**config.mk**
```make
export PLATFORM = sky130hd
export DESIGN_NAME = winwdog
export DESIGN_NICKNAME = d
export VERILOG_FILES = /design/src/rtl/wdg_pkg.sv /design/src/rtl/wdg_prescale.sv /design/src/rtl/wdg_refresh.sv /design/src/rtl/wdg_regs.sv /design/src/rtl/wdg_core.sv /design/src/rtl/winwdog.sv
export SDC_FILE = /design/constraint.sdc
export NUM_CORES = 1
export LEC_CHECK = 0
export BUFFER_PORTS_ARGS = -buffer_cell sky130_fd_sc_hd__buf_2
export CORE_ASPECT_RATIO = 1.4
export CORE_UTILIZATION = 57
export CTS_BUF_LIST = sky130_fd_sc_hd__clkbuf_16
export DETAILED_ROUTE_END_ITERATION = 8
export PLACE_DENSITY = 0.8
export SYNTH_ARGS = -nofsm -noshare
export SYNTH_HDL_FRONTEND = slang
export SYNTH_SLANG_ARGS = --single-unit
```
**constraint.sdc**
```tcl
create_clock -name clk -period 5.1 [get_ports clk]
set_clock_uncertainty 0.1 [all_clocks]
set_input_delay 0.51 -clock clk [delete_from_list [all_inputs] [get_ports clk]]
set_output_delay 0.51 -clock clk [all_outputs]
set_load 0.05 [all_outputs]
```
**src/rtl/wdg_pkg.sv**
```systemverilog
`timescale 1ns/1ps
package wdg_pkg;
   typedef enum logic [1:0] {ST_BOOT, ST_IDLE, ST_RUN, ST_HOLD} wdg_state_e;

   typedef struct packed {
      logic [1:0] wend;
      logic [1:0] wstart;
      logic [1:0] cks;
      logic [1:0] tops;
   } wdg_cfg_t;

   localparam logic [1:0] ADDR_REFRESH = 2'd0;
   localparam logic [1:0] ADDR_CTRL    = 2'd1;
   localparam logic [1:0] ADDR_RCTRL   = 2'd2;
   localparam logic [1:0] ADDR_STATUS  = 2'd3;

   localparam logic [7:0] REFRESH_ARM  = 8'h00;
   localparam logic [7:0] REFRESH_FIRE = 8'hFF;
endpackage

```
**src/rtl/wdg_prescale.sv**
```systemverilog
`timescale 1ns/1ps
module wdg_prescale #(
   parameter int unsigned DIV0 = 1,
   parameter int unsigned DIV1 = 4,
   parameter int unsigned DIV2 = 16,
   parameter int unsigned DIV3 = 64,
   parameter bit          HAS_PRESCALER = 1'b1
) (
   input  logic       clk,
   input  logic       rst_n,
   input  logic       restart,
   input  logic [1:0] sel,
   output logic       tick
);
   localparam int unsigned PRE_W = (DIV3 > 1) ? $clog2(DIV3) : 1;

   initial begin
      assert (DIV0 >= 1 && DIV1 >= DIV0 && DIV2 >= DIV1 && DIV3 >= DIV2)
         else $fatal(1, "divider ratios must be positive and ascending");
   end

   generate
      if (HAS_PRESCALER) begin : g_div
         logic [PRE_W-1:0] pre_q;
         logic [PRE_W-1:0] lim;

         always_comb begin
            unique case (sel)
               2'd0:    lim = PRE_W'(DIV0 - 1);
               2'd1:    lim = PRE_W'(DIV1 - 1);
               2'd2:    lim = PRE_W'(DIV2 - 1);
               default: lim = PRE_W'(DIV3 - 1);
            endcase
         end

         assign tick = (pre_q == lim);

         always_ff @(posedge clk or negedge rst_n) begin
            if (!rst_n)               pre_q <= '0;
            else if (restart || tick) pre_q <= '0;
            else                      pre_q <= pre_q + 1'b1;
         end

         // the divider never runs past the selected limit
         a_r2_pre_bound: assert property (@(posedge clk) disable iff (!rst_n)
            (!restart && !tick) |=> (pre_q != '0));
      end else begin : g_bypass
         assign tick = 1'b1;
      end
   endgenerate
endmodule

```
**src/rtl/wdg_refresh.sv**
```systemverilog
`timescale 1ns/1ps
module wdg_refresh
   import wdg_pkg::*;
(
   input  logic       clk,
   input  logic       rst_n,
   input  logic       wr_en,
   input  logic [7:0] wdata,
   output logic       refresh_p
);
   logic armed_q;

   always_ff @(posedge clk or negedge rst_n) begin
      if (!rst_n) begin
         armed_q   <= 1'b0;
         refresh_p <= 1'b0;
      end else begin
         refresh_p <= wr_en && armed_q && (wdata == REFRESH_FIRE);
         if (wr_en) armed_q <= (wdata == REFRESH_ARM);
      end
   end

   // a refresh only follows an armed write
   a_r9_needs_arm: assert property (@(posedge clk) disable iff (!rst_n)
      refresh_p |-> $past(armed_q));
endmodule

```
**src/rtl/wdg_regs.sv**
```systemverilog
`timescale 1ns/1ps
module wdg_regs
   import wdg_pkg::*;
#(
   parameter int unsigned CNT_W  = 14,
   parameter int unsigned DATA_W = 16
) (
   input  logic              clk,
   input  logic              rst_n,
   input  logic              bus_we,
   input  logic [1:0]        bus_addr,
   input  logic [DATA_W-1:0] bus_wdata,
   output logic [DATA_W-1:0] bus_rdata,
   input  logic              auto_mode,
   input  logic              refresh_p,
   input  logic              lock_clr,
   input  logic              flt_uf,
   input  logic              flt_re,
   input  logic [CNT_W-1:0]  cnt,
   output wdg_cfg_t          reg_cfg,
   output logic              reg_rsel
);
   wdg_cfg_t ctrl_q;
   logic     rsel_q, ctrl_lock_q, rctl_lock_q, uf_q, re_q;
   logic     wr_ctrl, wr_rctl, wr_stat;
   logic     unused_wdata;

   assign unused_wdata = ^bus_wdata;
   assign wr_ctrl = bus_we && bus_addr == ADDR_CTRL  && !auto_mode && !ctrl_lock_q;
   assign wr_rctl = bus_we && bus_addr == ADDR_RCTRL && !auto_mode && !rctl_lock_q;
   assign wr_stat = bus_we && bus_addr == ADDR_STATUS;

   always_ff @(posedge clk or negedge rst_n) begin
      if (!rst_n) begin
         ctrl_q      <= '0;
         rsel_q      <= 1'b0;
         ctrl_lock_q <= 1'b0;
         rctl_lock_q <= 1'b0;
      end else begin
         if (wr_ctrl) ctrl_q <= wdg_cfg_t'(bus_wdata[7:0]);
         if (wr_rctl) rsel_q <= bus_wdata[0];
         if (wr_ctrl || refresh_p) ctrl_lock_q <= 1'b1;
         if (wr_rctl || refresh_p) rctl_lock_q <= 1'b1;
         if (lock_clr) begin
            ctrl_lock_q <= 1'b0;
            rctl_lock_q <= 1'b0;
         end
      end
   end

   always_ff @(posedge clk or negedge rst_n) begin
      if (!rst_n) begin
         uf_q <= 1'b0;
         re_q <= 1'b0;
      end else if (flt_uf) begin
         uf_q <= 1'b1;
         re_q <= 1'b0;
      end else if (flt_re) begin
         re_q <= 1'b1;
         uf_q <= 1'b0;
      end else if (wr_stat) begin
         uf_q <= uf_q & bus_wdata[CNT_W];
         re_q <= re_q & bus_wdata[CNT_W+1];
      end
   end

   always_comb begin
      unique case (bus_addr)
         ADDR_CTRL:   bus_rdata = DATA_W'(ctrl_q);
         ADDR_RCTRL:  bus_rdata = DATA_W'(rsel_q);
         ADDR_STATUS: bus_rdata = DATA_W'({re_q, uf_q, cnt});
         default:     bus_rdata = '0;
      endcase
   end

   assign reg_cfg  = ctrl_q;
   assign reg_rsel = rsel_q;

   // a locked control register holds its value
   a_r8_ctrl_locked: assert property (@(posedge clk) disable iff (!rst_n)
      (ctrl_lock_q && !lock_clr) |=> $stable(ctrl_q));
   // a new underflow replaces the previous source
   a_r10_replace: assert property (@(posedge clk) disable iff (!rst_n)
      flt_uf |=> (uf_q && !re_q));
endmodule

```
**src/rtl/wdg_core.sv**
```systemverilog
`timescale 1ns/1ps
module wdg_core
   import wdg_pkg::*;
#(
   parameter int unsigned CNT_W = 14
) (
   input  logic             clk,
   input  logic             rst_n,
   input  logic             auto_mode,
   input  logic             tick,
   input  logic             refresh_p,
   input  logic [1:0]       tops_i,
   input  logic [1:0]       wstart_i,
   input  logic [1:0]       wend_i,
   input  logic             rst_sel,
   output logic [CNT_W-1:0] cnt,
   output logic             restart,
   output logic             flt_uf,
   output logic             flt_re,
   output logic             lock_clr,
   output logic             rst_o,
   output logic             nmi_o
);
   localparam int unsigned TOP_W = CNT_W + 1;
   localparam int unsigned BASE  = 1 << (CNT_W - 4);

   wdg_state_e       st_q;
   logic [CNT_W-1:0] cnt_q;
   logic             hold_rst_q, nmi_q;
   logic [TOP_W-1:0] top_val, quarter, s_lim, e_lim, cnt_ext;
   logic             in_win, fault, ld;

   always_comb begin
      unique case (tops_i)
         2'd0:    top_val = TOP_W'(BASE);
         2'd1:    top_val = TOP_W'(BASE * 4);
         2'd2:    top_val = TOP_W'(BASE * 8);
         default: top_val = TOP_W'(BASE * 16);
      endcase
      quarter = top_val >> 2;
      unique case (wstart_i)
         2'd0:    s_lim = quarter;
         2'd1:    s_lim = quarter << 1;
         2'd2:    s_lim = quarter + (quarter << 1);
         default: s_lim = top_val;
      endcase
      unique case (wend_i)
         2'd0:    e_lim = quarter + (quarter << 1);
         2'd1:    e_lim = quarter << 1;
         2'd2:    e_lim = quarter;
         default: e_lim = '0;
      endcase
   end

   assign cnt_ext = {1'b0, cnt_q};
   assign in_win  = (cnt_ext < s_lim) && (cnt_ext >= e_lim);
   assign flt_re  = (st_q == ST_RUN) && refresh_p && !in_win;
   assign flt_uf  = (st_q == ST_RUN) && !refresh_p && tick && (cnt_q == '0);
   assign fault   = flt_re || flt_uf;
   assign ld      = ((st_q == ST_RUN)  && refresh_p && in_win) ||
                    ((st_q == ST_IDLE) && refresh_p && !auto_mode) ||
                    ((st_q == ST_BOOT) && auto_mode) ||
                    ((st_q == ST_HOLD) && tick && auto_mode);
   assign restart  = ld || fault;
   assign lock_clr = (st_q == ST_HOLD) && tick && hold_rst_q;

   always_ff @(posedge clk or negedge rst_n) begin
      if (!rst_n) begin
         st_q       <= ST_BOOT;
         cnt_q      <= '0;
         hold_rst_q <= 1'b0;
         nmi_q      <= 1'b0;
      end else begin
         nmi_q <= fault && !rst_sel;
         if (fault) begin
            st_q       <= ST_HOLD;
            cnt_q      <= '0;
            hold_rst_q <= rst_sel;
         end else if (ld) begin
            st_q  <= ST_RUN;
            cnt_q <= CNT_W'(top_val - TOP_W'(1));
         end else if (st_q == ST_RUN && tick) begin
            cnt_q <= cnt_q - 1'b1;
         end else if (st_q == ST_BOOT || (st_q == ST_HOLD && tick)) begin
            st_q <= ST_IDLE;
         end
      end
   end

   assign cnt   = cnt_q;
   assign rst_o = (st_q == ST_HOLD) && hold_rst_q;
   assign nmi_o = nmi_q;

   // without a load or fault the count never rises
   a_r1_monotonic: assert property (@(posedge clk) disable iff (!rst_n)
      (st_q == ST_RUN && !restart) |=> (cnt_q <= $past(cnt_q)));
   // a refresh error only comes from a refresh
   a_r3_err_needs_refresh: assert property (@(posedge clk) disable iff (!rst_n)
      flt_re |-> refresh_p);
   // at most one fault output at a time
   a_r5_one_output: assert property (@(posedge clk) disable iff (!rst_n)
      !(rst_o && nmi_o));
   // a stopped counter reads zero
   a_r6_hold_zero: assert property (@(posedge clk) disable iff (!rst_n)
      (st_q == ST_HOLD) |-> (cnt_q == '0));
   // register-start idle waits for a refresh
   a_r6_idle_wait: assert property (@(posedge clk) disable iff (!rst_n)
      (!auto_mode && st_q == ST_IDLE && !refresh_p) |=> (st_q == ST_IDLE && cnt_q == '0));
endmodule

```
**src/rtl/winwdog.sv**
```systemverilog
`timescale 1ns/1ps
module winwdog
   import wdg_pkg::*;
#(
   parameter int unsigned CNT_W  = 14,
   parameter int unsigned DATA_W = 16,
   parameter int unsigned DIV0   = 1,
   parameter int unsigned DIV1   = 4,
   parameter int unsigned DIV2   = 16,
   parameter int unsigned DIV3   = 64,
   parameter bit          HAS_PRESCALER = 1'b1
) (
   input  logic              clk,
   input  logic              rst_n,
   input  logic              bus_we,
   input  logic [1:0]        bus_addr,
   input  logic [DATA_W-1:0] bus_wdata,
   output logic [DATA_W-1:0] bus_rdata,
   input  logic              opt_auto,
   input  logic [7:0]        opt_cfg,
   input  logic              opt_rst_sel,
   output logic              wdt_rst_o,
   output logic              wdt_nmi_o
);
   initial begin
      assert (CNT_W >= 6) else $fatal(1, "counter too narrow");
      assert (DATA_W >= CNT_W + 2 && DATA_W >= 8) else $fatal(1, "data path too narrow");
   end

   wdg_cfg_t         reg_cfg, eff_cfg;
   logic             reg_rsel, eff_rsel;
   logic             tick, restart, refresh_p, flt_uf, flt_re, lock_clr;
   logic [CNT_W-1:0] cnt;

   assign eff_cfg  = opt_auto ? wdg_cfg_t'(opt_cfg) : reg_cfg;
   assign eff_rsel = opt_auto ? opt_rst_sel : reg_rsel;

   wdg_prescale #(.DIV0(DIV0), .DIV1(DIV1), .DIV2(DIV2), .DIV3(DIV3),
                  .HAS_PRESCALER(HAS_PRESCALER)) u_pre (
      .clk(clk), .rst_n(rst_n), .restart(restart), .sel(eff_cfg.cks), .tick(tick));

   wdg_refresh u_ref (
      .clk(clk), .rst_n(rst_n),
      .wr_en(bus_we && bus_addr == ADDR_REFRESH),
      .wdata(bus_wdata[7:0]), .refresh_p(refresh_p));

   wdg_regs #(.CNT_W(CNT_W), .DATA_W(DATA_W)) u_regs (
      .clk(clk), .rst_n(rst_n), .bus_we(bus_we), .bus_addr(bus_addr),
      .bus_wdata(bus_wdata), .bus_rdata(bus_rdata), .auto_mode(opt_auto),
      .refresh_p(refresh_p), .lock_clr(lock_clr), .flt_uf(flt_uf), .flt_re(flt_re),
      .cnt(cnt), .reg_cfg(reg_cfg), .reg_rsel(reg_rsel));

   wdg_core #(.CNT_W(CNT_W)) u_core (
      .clk(clk), .rst_n(rst_n), .auto_mode(opt_auto), .tick(tick),
      .refresh_p(refresh_p), .tops_i(eff_cfg.tops), .wstart_i(eff_cfg.wstart),
      .wend_i(eff_cfg.wend), .rst_sel(eff_rsel), .cnt(cnt), .restart(restart),
      .flt_uf(flt_uf), .flt_re(flt_re), .lock_clr(lock_clr),
      .rst_o(wdt_rst_o), .nmi_o(wdt_nmi_o));
endmodule

```
* Word-level counts from Yosys, hierarchy flattened
Index checks and enable logic that the tools add are counted.
** Operators by class
- Multipliers :: 0
- Reductions and logical operators :: 55
- $lt $le $gt $ge :: 2
- Bitwise operators :: 2
- Shifts and indexed selects :: 0
- Equal/unequal tests :: 17
- Add/subtract/negate cells :: 4
- Div/mod/pow operators :: 0
- Mux-type cells :: 25
** Operator list (number)
- 15-bit one-hot mux with 3 select lines :: 3
- 16-bit one-hot mux with 3 select lines :: 1
- 14-bit 2-to-1 mux :: 3
- 14-bit by 1-bit subtractor with 14-bit output (second input constant) :: 2
- 1-bit logical AND :: 26
- 6-bit one-hot mux with 3 select lines :: 1
- 2-bit == test (second input constant) :: 8
- 13-bit by 14-bit adder with 15-bit output :: 1
- 14-bit by 15-bit >= comparator with 1-bit output :: 1
- 14-bit by 15-bit less-than comparator with 1-bit output :: 1
- 14-bit logical NOT :: 1
- 2-bit by 1-bit == test with 1-bit output (second input constant) :: 6
- 2-bit logical NOT :: 6
- 1-bit 2-to-1 mux :: 11
- 1-bit logical OR :: 9
- 3-bit nonzero test :: 3
- 8-bit == test (second input constant) :: 1
- 8-bit logical NOT :: 1
- 2-bit 2-to-1 mux :: 4
- 8-bit 2-to-1 mux :: 1
- 6-bit by 1-bit adder with 6-bit output (second input constant) :: 1
- 6-bit == test :: 1
- 1-bit logical NOT :: 6
- 6-bit 2-to-1 mux :: 1
- 4 further kinds :: 6
** Word-level totals
- Flip-flop bits (word level) :: 39
- Memory bits (writable) :: 0
- Bits in latches :: 0
- ROM bits :: 0
- Memories kept :: 0

* Longest topological paths before layout
Gate-level depths: netlist (run 1).
- Word-level depth :: 14
- Mapped depth :: 24
- Gate-level depth less buffers :: 18

* Cells and area by module
A second synthesis (run 1) with hierarchy kept.
** Second synthesis, totals
- Cells, all modules :: 333
- Area total of the unflattened synthesis :: 3211.8 um^2
** Modules (own cells, without submodules)
- wdg_core :: area each 1806.7 um^2, times used 1, cells each 213
- wdg_regs :: area each 800.8 um^2, times used 1, cells each 66
- wdg_prescale :: area each 339.1 um^2, times used 1, cells each 33
- winwdog :: area each 153.9 um^2, times used 1, cells each 11
- wdg_refresh :: area each 111.4 um^2, times used 1, cells each 10

* Worst setup path after synthesis (run 1)
Ideal clock, no wire load.
- Path type :: input to register
- Start point :: input port opt_auto
- End point :: register u_core.cnt_q[12], in the netlist u_core.cnt[12]
- Stages :: 22
- Arrival :: 5.027 ns
- Path slack :: -0.154 ns
- Path buffers :: 6
- Path through :: buf_6 -> clkbuf_1 -> mux2i_1 -> inv_1 -> ha_1 -> clkbuf_1 -> mux4_2 -> inv_1 -> ha_1 -> a21o_1 -> a21oi_1 -> o221ai_1 -> o31ai_2 -> a21bo_1 -> buf_6 -> buf_2 -> nand2_1 -> ha_1 -> clkbuf_1 -> a21oi_1 -> a311o_1 -> a311o_1
** Between the ends
- Word-level cells in the longest chain between the ends :: 13
- Elaborated cells on any way between the ends :: 41
- Those cells by class :: add/sub (2); order compare (2); eq/ne (9); mux (7); reduce/logical (21)
** RTL lines
- from (decl) :: line winwdog.sv:19 : input logic opt_auto,
- 8-bit 2-to-1 mux :: line winwdog.sv:35 : assign eff_cfg = opt_auto ? wdg_cfg_t'(opt_cfg) : reg_cfg;
- 2-bit == test, or another cell as far along :: line wdg_core.sv:34 : unique case (tops_i)
- 15-bit one-hot mux with 3 select lines :: line wdg_core.sv:34
- 13-bit by 14-bit adder with 15-bit output :: line wdg_core.sv:44, wdg_core.sv:48
- 15-bit one-hot mux with 3 select lines, on equally long branches :: line wdg_core.sv:41, wdg_core.sv:47
- 14-bit by 15-bit less-than comparator with 1-bit output / 14-bit by 15-bit >= comparator with 1-bit output (equally long branches) :: line wdg_core.sv:56 : assign in_win = (cnt_ext < s_lim) && (cnt_ext >= e_lim);
- 1-bit logical AND :: line wdg_core.sv:56
- 1-bit logical AND :: line wdg_core.sv:60 : assign ld = ((st_q == ST_RUN) && refresh_p && in_win) ||
- 1-bit logical OR :: line wdg_core.sv:60
- 1-bit logical OR :: line wdg_core.sv:61 : ((st_q == ST_IDLE) && refresh_p && !auto_mode) ||
- 1-bit logical OR :: line wdg_core.sv:62 : ((st_q == ST_BOOT) && auto_mode) ||
- 14-bit 2-to-1 mux :: line wdg_core.sv:79 : end else if (ld) begin
- 14-bit 2-to-1 mux :: line wdg_core.sv:75 : if (fault) begin
- to (signal assigned) :: line wdg_core.sv:81 : cnt_q <= CNT_W'(top_val - TOP_W'(1));
- to (signal assigned) :: line wdg_core.sv:83 : cnt_q <= cnt_q - 1'b1;
- to (decl) :: line wdg_core.sv:28 : logic [CNT_W-1:0] cnt_q;
Several ways; a longest one is shown, not always the timed one.
A chain may end at the register's enable or synchronous reset.

* Final worst setup path (run 1)
- Start point :: input port opt_auto
- End point :: register u_core.cnt_q[8], in the netlist u_core.cnt[8]
The elaborated chain is that of the path after synthesis.

==> impl_metrics.ini, run 1 <==
[outcome]
status = completed

[worst_setup_path]
crit_path_max_incr_delay_ns = 0.49
crit_buf_inv = 4
cp-end-kind = flop
slowest_stage = mux4_2
cp_max_fo = 17
cp.required_ns = 5.13
critical-path-top-delay-family = compound AO/OA/AOI/OAI gates
worst_ep_arrival_time_ns = 4.58
worstSetupPathType = in2reg
crit_top_cell = ha_1
path_cells = buf_2 > mux2i_2 > inv_1 > ha_1 > mux4_2 > inv_1 > ha_1 > a21o_1 > a21oi_1 > o221ai_1 > o31ai_2 > a21bo_1 > nand2_1 > ha_1 > buf_4 > nand3_1 > o211a_1 > a31oi_1 > o22ai_1
critPathLaunchType = input port

[cells_and_area]
final_layout_size_suffix_gt1_share_pct = 22.04
antenna-diode-count = 0
postLayoutCellArea_um2 = 3451
area_delta_synth_final_pct = 12.39
num-nets-final = 420
instances_no_fill = 438

[sta]
setup_tns_ns = 0
hold_violations = 0
tightest_slew_ns = 0.8872
slew_headroom_pct = 40.86
grt_setup_unrepaired = false
fin_crit_ns = 4.550
hold_ws_ns = 0.2467
finalSetupViolCount = 0
max_freq_mhz = 219.8
maxSlewViolCount = 0
fin_crit_sh_pct = 89.22

[route]
drtIter0Drc = 162
route.detailed.drc = 0
wl_met1_um = 3103
first_pass_iters = 7
wl_per_cell_um = 18.36
wirelength_um = 8040
via_per_inst = 6.395
antenna_left = 0
dr_wl_met3_um = 430
highest_layer = met4
vias = 2801
wl_met2_um = 4166

[cts]
cts-buffers-inserted = 5
clockBufferDepth = 2
worstSkewPairLatency_ns = 0.28
post_cts_buffers = 0
cts_root_buf = clkbuf_16
path_clk_slew_ns = 0.06
postCtsHoldBufs = 0
post_cts_resized = 0
cts.sinks = 39
htree_levels = 2
cts_tree = yes

[hold_path]
min_path_type = in2async

[yosys]
ys_types = 64
synth_top_area_cell = dfrtp_1
yosys-top-cells-area = dfrtp_1 (32%), ha_1 (7.3%), mux2i_1 (5.5%), mux2_2 (4.4%), nand2_1 (3.5%)
synth_edf_count = 0
synth_seq_area_share_pct = 31.78
netlist_area_um2 = 3070
yosys_warnings = 0
synth.top_cell.area_share_pct = 31.78
ys_seq_elements = 39
syn_avg_cell_area_um2 = 9.111
synthCells = 337
ys.flop_type = dfrtp_1
syn-num-nets = 386
async_flop_share_pct = 100.0

[place]
hpwl_um = 5937
io_buffers = 42
globalplace.congestion = 0.8473
place_area_um2 = 3309
dp.cells = 430

[grt]
antenna_found_initial = 0
grt_pass1_wl_um = 13180
grt_overflow = 0
grtUsageTotal_pct = 30.97
first_global_vias = 2770
grt_max_degree = 40

[die]
rows = 31
initial_utilization_pct = 59.08
ios = 49
die-height_um = 88.84
core_area_um2 = 5197
dieArea_um2 = 5688
die_x_um = 64.03

[power_and_ir_drop]
p_per_area_nw_per_um2 = 504.5
p_total_w = 0.001741
peakVddDrop_v = 0.0003247
leakage_nw = 1.591

[run]
maxCapViolations = 0
path summary, 6_finish.rpt:
| check | start | endpoint | slack, ns | cells past startpoint |
|---|---|---|---|---|
| worst min register to register | u_ref.armed_q | u_ref.armed_q | 0.38 | 2 |
| max in group asynchronous | rst_n | u_core.cnt[8] | 4.09 | 1 |
| min in group clk | opt_rst_sel | u_core.nmi_o | 0.33 | 2 |
| worst min-delay path | rst_n | u_pre.g_div.pre_q[4] | 0.25 | 1 |
| worst max register to register | u_regs.reg_cfg[1] | u_core.cnt[8] | 0.64 | 18 |
| worst max-delay path | opt_auto | u_core.cnt[8] | 0.55 | 19 |
metal layers:
metal / up-vias / global-route usage (%)
met3: 30 / 4.124
met2: 113 / 56.38
li1: 1318 / -
met1: 1340 / 35.16
met4: 0 / 16.32
met5: - / 0
sequential cells by signal, summed over array words and instances (netlist names):
name / flops
u_core.hold_rst_q: 1
u_regs.reg_cfg: 8
u_ref.refresh_p: 1
u_pre.g_div.pre_q: 6
u_regs.reg_rsel: 1
u_regs.rctl_lock_q: 1
u_core.st_q: 2
u_core.cnt: 14
u_regs.re_q: 1
u_ref.armed_q: 1
u_regs.uf_q: 1
u_core.nmi_o: 1
u_regs.ctrl_lock_q: 1
stage by stage:
stage	worst slack, ns	util [%]
floorplan	0.04576	-
global placement	0.4399	63.67
detailed placement	0.3504	63.67
CTS	0.6095	66.39
global route	0.3431	66.39
finish	0.5497	66.39
synth_stat cells, types with 2 or more instances:
cell type / count
a211oi_1: 2
a21o_1: 3
a21oi_1: 13
a22o_1: 2
a22oi_1: 5
a311o_1: 2
a31oi_1: 5
and2_1: 6
and3_1: 13
buf_2: 4
buf_6: 2
clkbuf_1: 13
dfrtp_1: 39
ha_1: 18
inv_1: 7
mux2_2: 12
mux2_4: 2
mux2i_1: 17
nand2_1: 29
nand2b_1: 3
nand3_1: 10
nand3b_1: 2
nand4_1: 7
nor2_1: 27
nor2b_1: 12
nor3_1: 10
nor3b_1: 4
nor4_1: 6
o211a_1: 4
o211ai_1: 3
o21a_1: 4
o21ai_0: 11
o21ai_1: 2
o22a_1: 4
o22ai_1: 2
xnor2_1: 2
xor2_1: 3
area by class of cell:
class                      count  area (µm²)
sequential                    39       975.9
timing repair buffer          47       247.7
inverter                       7       26.28
clock inverter                 3       16.27
multi-input combinational    271        1977
tap                           66       82.58
fill                         445        1747
clock buffer                   5       125.1
worst register-to-register path, delay by kind of cell, from the launching register on:
family / cells / cell delay (ns)
and+or+nand+nor: 2 / 0.20
DFF: 1 / 0.42
adders and majority gates: 3 / 0.76
buffers and inverters: 3 / 0.44
muxes: 2 / 0.79
AOI/OAI and AO/OA: 8 / 1.60
placed cells by master (no fill, tap or decap), types with 5 or more instances in the layout:
cell type,count
mux2_2,12
a31oi_1,5
buf_4,5
nor2_1,27
nor4_1,6
and3_1,13
nand2_1,29
nand4_1,7
clkbuf_16,5
nor2b_1,12
and2_1,6
mux2i_1,16
a22oi_1,5
inv_1,8
o21ai_0,11
a21oi_1,13
dfrtp_1,39
nor3_1,10
buf_2,42
ha_1,18
nand3_1,10
logic make-up after synthesis:
group,synth area share (%)
flops,31.78
compound gates,18.75
xor+xnor,1.427
fa+ha+maj,7.335
buf+inv,3.953
mux,12.75
simple gates,24.00
where the power goes:
part,internal (W),switching (W),total [W]
Combinational,0.000357,0.000543,0.000900
Clock,0.000178,0.000121,0.000299
Sequential,0.000397,0.000144,0.000541
Total,0.000932,0.000808,0.00174
No activity file was read; power rests on OpenSTA's default activity.
==> run 2: changes to the inputs <==
--- a/config.mk
+++ b/config.mk
@@ -10,7 +10,7 @@
 export CORE_UTILIZATION = 57
 export CTS_BUF_LIST = sky130_fd_sc_hd__clkbuf_16
 export DETAILED_ROUTE_END_ITERATION = 8
-export PLACE_DENSITY = 0.8
+export PLACE_DENSITY = 0.85
 export SYNTH_ARGS = -nofsm -noshare
 export SYNTH_HDL_FRONTEND = slang
 export SYNTH_SLANG_ARGS = --single-unit
==> run 2 against run 1 <==
Register-to-register slack gained 0.10 ns. Fmax grew 3.3%. Cell count decreased by 0.23%. Sequential share of layout area down 0.12 points. Power is 1.9% higher. Final area is 0.43% higher. Count of clock-buffer cells in the layout unchanged. Global-route usage fell by 0.75 points. Flip-flop and latch count unchanged. First-iteration DRC count shrank 12%. Critical path depth fell by 4. Die area unchanged.
==> impl_metrics.ini, run 2 (same netlist as run 1, synthesis figures left out) <==
[outcome]
status = completed

[sta]
maxSlewViolCount = 0
grt_setup_unrepaired = false
setup_tns_ns = 0
tightest_slew_ns = 0.8552
hold_ws_ns = 0.2351
finalSetupViolCount = 0
hold_violations = 0
max_freq_mhz = 227.1
fin_ws_ns = 0.6969
fin_crit_ns = 4.403
slew_headroom_pct = 42.99
fin_crit_sh_pct = 86.34

[cts]
cts-buffers-inserted = 5
htree_levels = 2
worstSkewPairLatency_ns = 0.29
postCtsHoldBufs = 0
post_cts_resized = 0
cts_root_buf = clkbuf_16
post_cts_buffers = 0
path_clk_slew_ns = 0.06
clockBufferDepth = 2
cts.sinks = 39
cts_tree = yes

[route]
via_per_inst = 6.350
dr_wl_met3_um = 460
drtIter0Drc = 142
first_pass_iters = 4
wirelength_um = 7691
wl_met1_um = 3156
highest_layer = met4
wl_met2_um = 3869
antenna_left = 0
wl_per_cell_um = 17.60
route.detailed.drc = 0
vias = 2775

[worst_setup_path]
cp-end-kind = flop
rrSetupSlack_ns = 0.74
reg2reg_from = u_regs.reg_cfg[1]
worstRegToRegCells = 16
cp_max_fo = 17
cp.required_ns = 5.17
critPathLaunchType = input port
worst_ep_arrival_time_ns = 4.47
crit_start = opt_auto
worstSetupPathType = in2reg

[place]
place_ws_ns = 0.4649
hpwl_um = 5627
globalplace.congestion = 0.8941
io_buffers = 42
dp.cells = 429

[power_and_ir_drop]
p_per_area_nw_per_um2 = 511.7
leakage_nw = 1.597
peakVddDrop_v = 0.0003297

[die]
die-height_um = 88.84
rows = 31
ios = 49
dieArea_um2 = 5688
die_x_um = 64.03
initial_utilization_pct = 59.08
core_area_um2 = 5197

[cells_and_area]
final_cell_mix = buf_2 (42), dfrtp_1 (39), nand2_1 (29)
final_layout_size_suffix_gt1_share_pct = 21.83
antenna-diode-count = 0
instances_no_fill = 437
largest_register_ffs = 14
utilization_pct = 66.68
final_common_cell = buf_2
area_delta_synth_final_pct = 12.88
num-nets-final = 419

[grt]
grt_pass1_wl_um = 13200
antenna_found_initial = 0
grt_overflow = 0
grtUsageTotal_pct = 30.23
first_global_vias = 2787
grt_max_degree = 40

[run]
maxCapViolations = 0

[hold_path]
min_path_type = in2async
## run 2: cell count changes in the layout (fill, tap and decap cells not counted)
cell	previous run	this run
clkinv_1	0	1
buf_4	5	4
clkinvlp_4	1	0
inv_1	8	7
bufinv_16	0	1
## run 2: stage by stage
| step | instance area (µm²) | total power, W |
|---|---|---|
| 2_1_floorplan | 3075 | 0.001205 |
| 3_3_place_gp | 3302 | 0.001378 |
| 3_5_place_dp | 3302 | 0.001401 |
| 4_1_cts | 3466 | 0.001762 |
| 5_1_grt | 3466 | 0.001899 |
| 6_report | 3466 | 0.001774 |
## run 2: layer usage
metal,up-vias,GRT usage [%]
met4,0,13.84
met1,1318,35.25
met2,116,54.26
li1,1320,-
met3,21,4.897
met5,-,0
## run 2: worst paths after layout
check,to
worst max-delay path,u_core.cnt[12]
worst min-delay path,u_core.cnt[2]
worst max register to register,u_core.cnt[12]
worst min register to register,u_pre.g_div.pre_q[0]
max in group asynchronous,u_regs.re_q
min in group clk,u_core.nmi_o
## run 2: area by class of cell
cell class	count	area (µm²)
clock buffer	5	125.1
clock inverter	3	38.79
fill	417	1732
inverter	7	26.28
multi-input combinational	271	1977
sequential	39	975.9
tap	66	82.58
timing repair buffer	46	240.2
## run 2: where the power goes
part           switching, W  internal [W]  total [W]  leakage, nW
clock              0.000126      0.000228   0.000354       0.0812
sequential         0.000140      0.000397   0.000537        0.464
combinational      0.000528      0.000355   0.000883         1.05
## run 2: critical path, cell delays in order
cell	delay (ns)
buf_2	0.14
buf_4	0.28
mux2i_1	0.44
mux2_2	0.40
a22oi_1	0.15
ha_1	0.27
a2111oi_0	0.51
a31o_2	0.25
o31ai_2	0.08
a21bo_1	0.31
nand2_1	0.11
ha_1	0.22
buf_4	0.20
a311o_1	0.28
a311o_1	0.34
